`config.mk`:
```
export PLATFORM = sky130hd
export DESIGN_NAME = pe_freeze_filter
export DESIGN_NICKNAME = d
export VERILOG_FILES = /design/src/rtl/pe_freeze_pkg.sv /design/src/rtl/pe_freeze_table.sv /design/src/rtl/pe_freeze_classify.sv /design/src/rtl/pe_sat_counter.sv /design/src/rtl/pe_freeze_filter.sv
export SDC_FILE = /design/constraint.sdc
export NUM_CORES = 1
export LEC_CHECK = 0
export CORE_ASPECT_RATIO = 1.4
export CORE_UTILIZATION = 55
export DETAILED_ROUTE_END_ITERATION = 12
export DONT_BUFFER_PORTS = 1
export GPL_TIMING_DRIVEN = 1
export MAX_ROUTING_LAYER = met4
export PLACE_DENSITY = 0.67
export SLEW_MARGIN = 40
export SYNTH_ARGS = -nofsm -noshare
export SYNTH_HDL_FRONTEND = slang
export SYNTH_SLANG_ARGS = --single-unit
```
`constraint.sdc`:
```
create_clock -name clk -period 7.28 [get_ports clk]
set_input_delay 1.456 -clock clk [delete_from_list [all_inputs] [get_ports clk]]
set_output_delay 1.456 -clock clk [all_outputs]
set_load 0.01 [all_outputs]
```
`src/rtl/pe_freeze_pkg.sv`:
```
package pe_freeze_pkg;
    localparam int KIND_W = 3;

    typedef enum logic [KIND_W-1:0] {
        K_MMIO_LD = 3'd0,
        K_MMIO_ST = 3'd1,
        K_DMA_RD  = 3'd2,
        K_DMA_WR  = 3'd3,
        K_MSI     = 3'd4
    } kind_e;

    typedef enum logic [1:0] {
        ACT_NONE  = 2'd0,
        ACT_FWD   = 2'd1,
        ACT_SYNTH = 2'd2,
        ACT_DROP  = 2'd3
    } act_e;

    function automatic logic kind_is_mmio(input logic [KIND_W-1:0] k);
        return (k == K_MMIO_LD) || (k == K_MMIO_ST);
    endfunction

    function automatic logic kind_is_dma(input logic [KIND_W-1:0] k);
        return (k == K_DMA_RD) || (k == K_DMA_WR) || (k == K_MSI);
    endfunction

    function automatic logic kind_is_read(input logic [KIND_W-1:0] k);
        return (k == K_MMIO_LD) || (k == K_DMA_RD);
    endfunction
endpackage

```
`src/rtl/pe_freeze_table.sv`:
```
module pe_freeze_table
    import pe_freeze_pkg::*;
#(
    parameter int PART_W = 8
) (
    input  logic              clk,
    input  logic              rst,
    input  logic              frz_valid,
    input  logic [PART_W-1:0] frz_part,
    input  logic              clr_valid,
    input  logic [PART_W-1:0] clr_part,
    input  logic              clr_mmio,
    input  logic              clr_dma,
    input  logic [PART_W-1:0] rd_part,
    output logic              rd_mmio,
    output logic              rd_dma
);
    localparam int NUM_PART = 1 << PART_W;

    logic [NUM_PART-1:0] mmio_q, dma_q;
    logic [NUM_PART-1:0] set_v, clrm_v, clrd_v;

    for (genvar i = 0; i < NUM_PART; i++) begin : g_entry
        assign set_v[i]  = frz_valid && (frz_part == PART_W'(i));
        assign clrm_v[i] = clr_valid && clr_mmio && (clr_part == PART_W'(i));
        assign clrd_v[i] = clr_valid && clr_dma  && (clr_part == PART_W'(i));
    end

    always_ff @(posedge clk) begin
        if (rst) begin
            mmio_q <= '0;
            dma_q  <= '0;
        end else begin
            mmio_q <= (mmio_q & ~clrm_v) | set_v;
            dma_q  <= (dma_q  & ~clrd_v) | set_v;
        end
    end

    assign rd_mmio = mmio_q[rd_part];
    assign rd_dma  = dma_q[rd_part];


    freeze_both_chk: assert property (@(posedge clk) disable iff (rst)
        frz_valid |=> (mmio_q[$past(frz_part)] && dma_q[$past(frz_part)]));


    clear_keep_dma_chk: assert property (@(posedge clk) disable iff (rst)
        (clr_valid && clr_mmio && !clr_dma && !(frz_valid && frz_part == clr_part))
        |=> (dma_q[$past(clr_part)] == $past(dma_q[clr_part])));
endmodule

```
`src/rtl/pe_freeze_classify.sv`:
```
module pe_freeze_classify
    import pe_freeze_pkg::*;
(
    input  logic              valid,
    input  logic [KIND_W-1:0] kind,
    input  logic              frozen_mmio,
    input  logic              frozen_dma,
    output act_e              act,
    output logic              drop_m,
    output logic              drop_d
);
    logic frozen;

    always_comb begin
        frozen = 1'b0;
        if (kind_is_mmio(kind)) frozen = frozen_mmio;
        else if (kind_is_dma(kind)) frozen = frozen_dma;

        act    = ACT_NONE;
        drop_m = 1'b0;
        drop_d = 1'b0;
        if (valid && (kind_is_mmio(kind) || kind_is_dma(kind))) begin
            if (!frozen)                 act = ACT_FWD;
            else if (kind_is_read(kind)) act = ACT_SYNTH;
            else begin
                act    = ACT_DROP;
                drop_m = kind_is_mmio(kind);
                drop_d = kind_is_dma(kind);
            end
        end
    end
endmodule

```
`src/rtl/pe_sat_counter.sv`:
```
module pe_sat_counter #(
    parameter int CNT_W = 16
) (
    input  logic             clk,
    input  logic             rst,
    input  logic             inc,
    output logic [CNT_W-1:0] count
);
    localparam logic [CNT_W-1:0] CNT_MAX = '1;

    always_ff @(posedge clk) begin
        if (rst)                          count <= '0;
        else if (inc && count != CNT_MAX) count <= count + 1'b1;
    end
endmodule

```
`src/rtl/pe_freeze_filter.sv`:
```
module pe_freeze_filter
    import pe_freeze_pkg::*;
#(
    parameter int PART_W = 8,
    parameter int DATA_W = 32,
    parameter int CNT_W  = 16
) (
    input  logic              clk,
    input  logic              rst,
    input  logic              frz_valid,
    input  logic [PART_W-1:0] frz_part,
    input  logic              clr_valid,
    input  logic [PART_W-1:0] clr_part,
    input  logic              clr_mmio,
    input  logic              clr_dma,
    input  logic              txn_valid,
    input  logic [2:0]        txn_kind,
    input  logic [PART_W-1:0] txn_part,
    input  logic [DATA_W-1:0] txn_data,
    output logic              fwd_valid,
    output logic [2:0]        fwd_kind,
    output logic [PART_W-1:0] fwd_part,
    output logic [DATA_W-1:0] fwd_data,
    output logic              syn_valid,
    output logic [2:0]        syn_kind,
    output logic [PART_W-1:0] syn_part,
    output logic [DATA_W-1:0] syn_data,
    output logic [CNT_W-1:0]  drop_mmio,
    output logic [CNT_W-1:0]  drop_dma
);
    logic rd_mmio, rd_dma;
    act_e act;
    logic drop_m, drop_d;

    pe_freeze_table #(.PART_W(PART_W)) u_table (
        .clk(clk), .rst(rst),
        .frz_valid(frz_valid), .frz_part(frz_part),
        .clr_valid(clr_valid), .clr_part(clr_part),
        .clr_mmio(clr_mmio), .clr_dma(clr_dma),
        .rd_part(txn_part), .rd_mmio(rd_mmio), .rd_dma(rd_dma)
    );

    pe_freeze_classify u_cls (
        .valid(txn_valid), .kind(txn_kind),
        .frozen_mmio(rd_mmio), .frozen_dma(rd_dma),
        .act(act), .drop_m(drop_m), .drop_d(drop_d)
    );

    pe_sat_counter #(.CNT_W(CNT_W)) u_cnt_mmio (
        .clk(clk), .rst(rst), .inc(drop_m), .count(drop_mmio)
    );

    pe_sat_counter #(.CNT_W(CNT_W)) u_cnt_dma (
        .clk(clk), .rst(rst), .inc(drop_d), .count(drop_dma)
    );

    always_ff @(posedge clk) begin
        if (rst) begin
            fwd_valid <= 1'b0;
            fwd_kind  <= '0;
            fwd_part  <= '0;
            fwd_data  <= '0;
            syn_valid <= 1'b0;
            syn_kind  <= '0;
            syn_part  <= '0;
            syn_data  <= '0;
        end else begin
            fwd_valid <= (act == ACT_FWD);
            syn_valid <= (act == ACT_SYNTH);
            if (act == ACT_FWD) begin
                fwd_kind <= txn_kind;
                fwd_part <= txn_part;
                fwd_data <= txn_data;
            end
            if (act == ACT_SYNTH) begin
                syn_kind <= txn_kind;
                syn_part <= txn_part;
                syn_data <= '1;
            end
        end
    end


    frozen_store_chk: assert property (@(posedge clk) disable iff (rst)
        (txn_valid && ((txn_kind == K_MMIO_ST && rd_mmio) || (txn_kind == K_DMA_WR && rd_dma)))
        |=> (!fwd_valid && !syn_valid));


    frozen_load_chk: assert property (@(posedge clk) disable iff (rst)
        (txn_valid && ((txn_kind == K_MMIO_LD && rd_mmio) || (txn_kind == K_DMA_RD && rd_dma)))
        |=> (syn_valid && !fwd_valid && syn_data == {DATA_W{1'b1}}));


    msi_block_chk: assert property (@(posedge clk) disable iff (rst)
        (txn_valid && txn_kind == K_MSI && rd_dma) |=> !fwd_valid);


    cnt_monotonic_chk: assert property (@(posedge clk) disable iff (rst)
        (drop_mmio >= $past(drop_mmio)) && (drop_dma >= $past(drop_dma)));
endmodule

```
==> reports/metrics.csv, run 1 <==
metric,value,unit
synthesized instance count,2942,
Finished Core Util,0.598,
Slew HR,-0.425,
Syn-to-layout area delta,7.37,%
Die Wd,186,um
Reg area,12000,um2
"FF+latch count, synth",601,
Die ar.,48500,um2
Max Cap Violations,0,
switch share,0.221,
R2R setup slack,3.33,ns
P_leak,0.00926,uW
CTS Sinks,601,
Pwr Total,6840,uW
Placeable Area,47000,um2
std cell rows,94,
initial antenna violation count,1,
min Tclk post-route,4.57,ns
RSZ-0062 raised after global routing,false,
first-pass GRT wire length,129000,um
Post-CTS Resized,0,
setup TNS,0,ns
combinational power share,0.038,
failing checks,slew limit,
endpoint class of the critical path,flip-flop,
CTS clock-pin slew for the worst setup and hold paths,0.06,ns
"critical path fanouts, max",119,
PwrDens,243,nW/um2
Final Hold Violating Endpoints,0,
R2R depth,9,
largest net degree at the start of global routing,552,
hold slack,0.473,ns
syn_area_per_cell,8.91,um2
capture point of the worst path,fwd_data[12]$_SDFFE_PP0N_,
"most common cell after layout, fill and taps aside",dfxtp_1,
# nets final,2838,
Via density,6.68,
via count,23000,
HPWL Detailed,51200,um
Sw Pwr,1510,uW
CTS Hold Bufs,0,
worst ir drop on vdd,0.209,mV
Post-Synthesis Cell Area,26200,um2
synth warn,0,
cell area after layout,28100,um2
Critical Path Source,txn_part[0],
Worst-Margin Slew,2.14,ns
layout cells sized above 1,0.107,
Critical R2R Launch,u_table.mmio_q[207]$_SDFF_PP0_,
Int Pwr,5330,uW
CP required,7.82,ns
initial core utilization,0.557,
ys flop type,dfxtp_1,
antenna-violating nets left,0,
Initial DRC Count,2494,
post-DR wirelength/cell,24.8,um
worst setup skew after layout,0.0262,ns
GRT Overall Usage,0.354,
DR pass1 iterations,8,
Worst Setup Path Type,in2reg,
Sequential Power Share,0.488,
CTS root buf,clkbuf_16,
post-CTS setup repair buffer count,0,
area occupied by multi-input gates,12900,um2
Post-synth ARST share,0,
Synthesized Nets,3010,
placed cell area,26100,um2
clock group share of total power,0.474,
DR DRC count,0,
sequential share of the synthesized area,0.459,
Die Span Y,260,um
H-tree Lvls,2,
reg2reg end,fwd_data[12]$_SDFFE_PP0N_,
fin. max-slew vios,343,
final WL,85300,um
ANT cells,0,
Netlist cell types,69,
io pins,186,
fin crit share,0.627,
setup violators final,0,
# port buffers,0,
number of synthesized flops with an enable pin,0,
global placement routability congestion,0.953,
TritonCTS clock tree,done,
Hold Path Class,reg2reg,
CP arrival,5.11,ns
clock tree buffer depth,3,
outcome,finished with violations,
vias in the first global route,22100,
clk_lat worst skew,0.63,ns
Filler Cells Inserted,4121,
number of buffers created by CTS,59,
Critical Path Source Type,input port,
most frequent cells in the layout,"600 x dfxtp_1, 526 x a21oi_1, 519 x o21ai_0",
Congestion Overflow GR,0,
f_max,219,MHz
[Yosys cell counts, types with 14 or more instances]
master,n,area (um2)
and2_0,16,100
buf_2,14,70.1
nand2_1,434,1630
mux4_2,116,2610
mux2i_1,88,881
nor3_1,22,110
o21ai_0,519,2600
nor2_1,69,259
clkbuf_1,193,724
a21oi_1,526,2630
nand3_1,26,130
buf_6,14,158
nor2b_1,30,188
dfxtp_1,601,12000
buf_4,47,353
mux2_2,15,169
nor4_1,14,87.6
nand2b_1,16,100
a22oi_1,21,158
[through the flow]
stage | setup WS, ns | cells
4_1_cts | 2.85 | 3440
3_5_place_dp | 2.25 | 3333
2_1_floorplan | 3.22 | 2942
6_report | 2.71 | 3440
3_3_place_gp | 1.90 | 3331
5_1_grt | 2.72 | 3440
[power groups by stage]
| stage | Clock (uW) | Sequential, uW | Combinational (uW) |
|---|---|---|---|
| floorplan | 0 | 3400 | 267 |
| global placement | 0 | 3410 | 240 |
| detailed placement | 0 | 3410 | 252 |
| CTS | 3270 | 3330 | 252 |
| global route | 3400 | 3340 | 269 |
| finish | 3250 | 3330 | 260 |
[sequential cells by signal, summed over array words and instances (netlist names)]
signal and count:
syn_valid 1, fwd_data 32, u_cnt_dma.count 16, fwd_part 8, syn_part 8, u_cnt_mmio.count 16
fwd_kind 3, syn_data 1, u_table.dma_q 256, fwd_valid 1, syn_kind 3, u_table.mmio_q 256
[worst min path at each step]
stage,from,to,slack (ns),cells after the start
floorplan,u_table.dma_q[176]$_SDFF_PP0_,u_table.dma_q[176]$_SDFF_PP0_,0.45,2
global placement,u_table.mmio_q[23]$_SDFF_PP0_,u_table.mmio_q[23]$_SDFF_PP0_,0.46,2
detailed placement,u_table.mmio_q[82]$_SDFF_PP0_,u_table.mmio_q[82]$_SDFF_PP0_,0.46,2
CTS,u_table.dma_q[121]$_SDFF_PP0_,u_table.dma_q[121]$_SDFF_PP0_,0.47,2
global route,u_table.dma_q[247]$_SDFF_PP0_,u_table.dma_q[247]$_SDFF_PP0_,0.49,2
finish,u_table.dma_q[88]$_SDFF_PP0_,u_table.dma_q[88]$_SDFF_PP0_,0.47,2
[critical path, stage by stage]
cell and delay (ns):
mux4_2 0.51, mux4_2 0.55, and2_1 0.20, o41ai_2 0.28, o311ai_1 0.31, o211ai_4 0.40, and4_4 0.81, buf_4 0.29
mux2i_1 0.20
[metal layers]
metal  GRT usage  up-vias  wire [um]
met5           -        -          0
met4       0.206        0       5280
met3      0.0738      310       8990
met2       0.563     1324      39400
met1       0.415    11100      31600
li1            -    10200          -
[kinds of logic after synthesis]
group / Yosys count / synth area share
compound gates: 1140 / 0.230
flops: 601 / 0.459
xor+xnor: 7 / 0.00234
mux: 223 / 0.141
fa+ha+maj: 2 / 0.000955
simple gates: 685 / 0.114
buf+inv: 284 / 0.0521
[cell type report]
type                            instances  share of cell area
Clock inverter                         17             0.00969
Clock buffer                           90              0.0634
Tap cell                              624              0.0277
Inverter                                9             0.00120
Sequential cell                       601               0.428
Multi-Input combinational cell       2057               0.458
Timing Repair Buffer                   42              0.0121
No activity file was read; power rests on OpenSTA's default activity.
==> run 2, diff against run 1 <==
clock period = 4.75 ns   (was 7.28 ns; I/O delays follow)
==> reports/metrics.csv, run 2 (same netlist as run 1, synthesis figures left out) <==
metric,value,unit,change
clock tree buffer depth,3,,unchanged
via count,23200,,+0.82%
Die Wd,186,um,unchanged
antenna-violating nets left,0,,unchanged
PwrDens,359,nW/um2,+48%
"critical path fanouts, max",119,,unchanged
DR pass1 iterations,6,,-2
f_max,265,MHz,
combinational power share,0.040,,+0.002
Filler Cells Inserted,4170,,+1.2%
CP required,5.28,ns,-2.54 ns
post-CTS setup repair buffer count,0,,unchanged
Die Span Y,260,um,unchanged
cell area after layout,27900,um2,-0.86%
biggest regs,"u_table.dma_q (256), u_table.mmio_q (256), fwd_data (32)",,
first-pass GRT wire length,129000,um,+0.33%
Slew HR,0.0763,,+0.502
CTS Sinks,601,,unchanged
CP arrival,4.30,ns,-0.81 ns
largest net degree at the start of global routing,552,,unchanged
Sw Pwr,2250,uW,+49%
setup violators final,0,,unchanged
clk_lat worst skew,0.62,ns,about the same
fin. max-slew vios,0,,-100%
clock group share of total power,0.449,,-0.025
Post-CTS Resized,0,,unchanged
Die ar.,48500,um2,unchanged
min Tclk post-route,3.77,ns,
most frequent cells in the layout,"600 x dfxtp_1, 526 x a21oi_1, 519 x o21ai_0",,
setup TNS,0,ns,unchanged
Worst Setup Path Type,in2reg,,
DR DRC count,0,,unchanged
Critical Path Source Type,input port,,
"most common cell after layout, fill and taps aside",dfxtp_1,,
CTS clock-pin slew for the worst setup and hold paths,0.06,ns,about the same
Final Hold Violating Endpoints,0,,unchanged
Hold Path Class,in2reg,,
global placement routability congestion,0.932,,-2.3%
initial antenna violation count,1,,unchanged
worst ir drop on vdd,0.294,mV,+41%
initial core utilization,0.557,,unchanged
hold slack,0.410,ns,-0.0622 ns
final std cells w/o fill,3432,,-0.23%
HPWL Detailed,52100,um,+1.8%
layout cells sized above 1,0.104,,-0.00322
dpl cells,3334,,+0.030%
H-tree Lvls,2,,unchanged
switch share,0.225,,+0.00367
endpoint class of the critical path,flip-flop,,
Int Pwr,7760,uW,+46%
post-DR wirelength/cell,25.2,um,+1.4%
Syn-to-layout area delta,6.44,%,
# port buffers,0,,unchanged
std cell rows,94,,unchanged
TritonCTS clock tree,done,,
area occupied by multi-input gates,12900,um2,about the same
Sequential Power Share,0.511,,+0.023
Placeable Area,47000,um2,unchanged
number of buffers created by CTS,57,,-3.4%
placed cell area,26100,um2,about the same
# nets final,2837,,-0.035%
Reg area,12000,um2,unchanged
GRT Overall Usage,0.356,,+0.00205
CTS Hold Bufs,0,,unchanged
worst setup skew after layout,0.0194,ns,-0.00686 ns
Worst-Margin Slew,1.39,ns,-0.752 ns
Congestion Overflow GR,0,,unchanged
vias in the first global route,22200,,+0.41%
Finished Core Util,0.593,,-0.00516
Via density,6.75,,+1.1%
RSZ-0062 raised after global routing,false,,
P_leak,0.00914,uW,-1.3%
Max Cap Violations,0,,unchanged
outcome,finished clean,,
final WL,86400,um,+1.2%
CTS root buf,clkbuf_16,,
io pins,186,,unchanged
fin crit share,0.793,,
Initial DRC Count,2597,,+4.1%
==> run 2: area by class of cell <==
cell class	instances	share of cell area
tap	624	0.0280
antenna	1	0.0000897
inverter	9	0.00121
sequential	601	0.431
timing repair buffer	43	0.0127
clock inverter	17	0.00673
multi-input combinational	2057	0.462
clock buffer	80	0.0575
==> run 2: worst paths after layout <==
check	depth (start not counted)	startpoint	to	slack, ns
setup / recovery	9	txn_part[0]	fwd_data[8]$_SDFFE_PP0N_	0.98
hold / removal	1	rst	syn_data[0]$_SDFFE_PP0N_	0.41
setup reg to reg	8	u_table.mmio_q[142]$_SDFF_PP0_	fwd_data[8]$_SDFFE_PP0N_	1.33
hold reg to reg	2	u_table.mmio_q[164]$_SDFF_PP0_	u_table.mmio_q[164]$_SDFF_PP0_	0.47
==> run 2: worst max-delay path, stage by stage <==
cell      delay (ns)
mux4_2          0.60
mux4_2          0.55
and2_1          0.18
o41ai_2         0.27
o311ai_1        0.26
o211ai_4        0.32
and4_2          0.36
buf_12          0.27
mux2i_1         0.25
==> run 2: power groups by stage <==
stage / logic [uW] / registers, uW / clock network, uW
6_report: 404 / 5110 / 4500
5_1_grt: 418 / 5110 / 4720
4_1_cts: 392 / 5110 / 4530
3_5_place_dp: 391 / 5220 / 0
3_3_place_gp: 375 / 5230 / 0
2_1_floorplan: 409 / 5220 / 0
==> run 2: per-layer routing <==
layer	up-vias	wire length (um)	track usage
li1	10200	-	-
met1	11300	31500	0.416
met2	1342	40400	0.570
met3	309	9030	0.0749
met4	0	5370	0.203
met5	-	0	-
==> run 2: stage by stage <==
step	worst slack, ns	total power, uW
2_1_floorplan	1.20	5630
3_3_place_gp	0.629	5600
3_5_place_dp	0.544	5610
4_1_cts	1.20	10000
5_1_grt	1.19	10300
6_report	0.982	10000
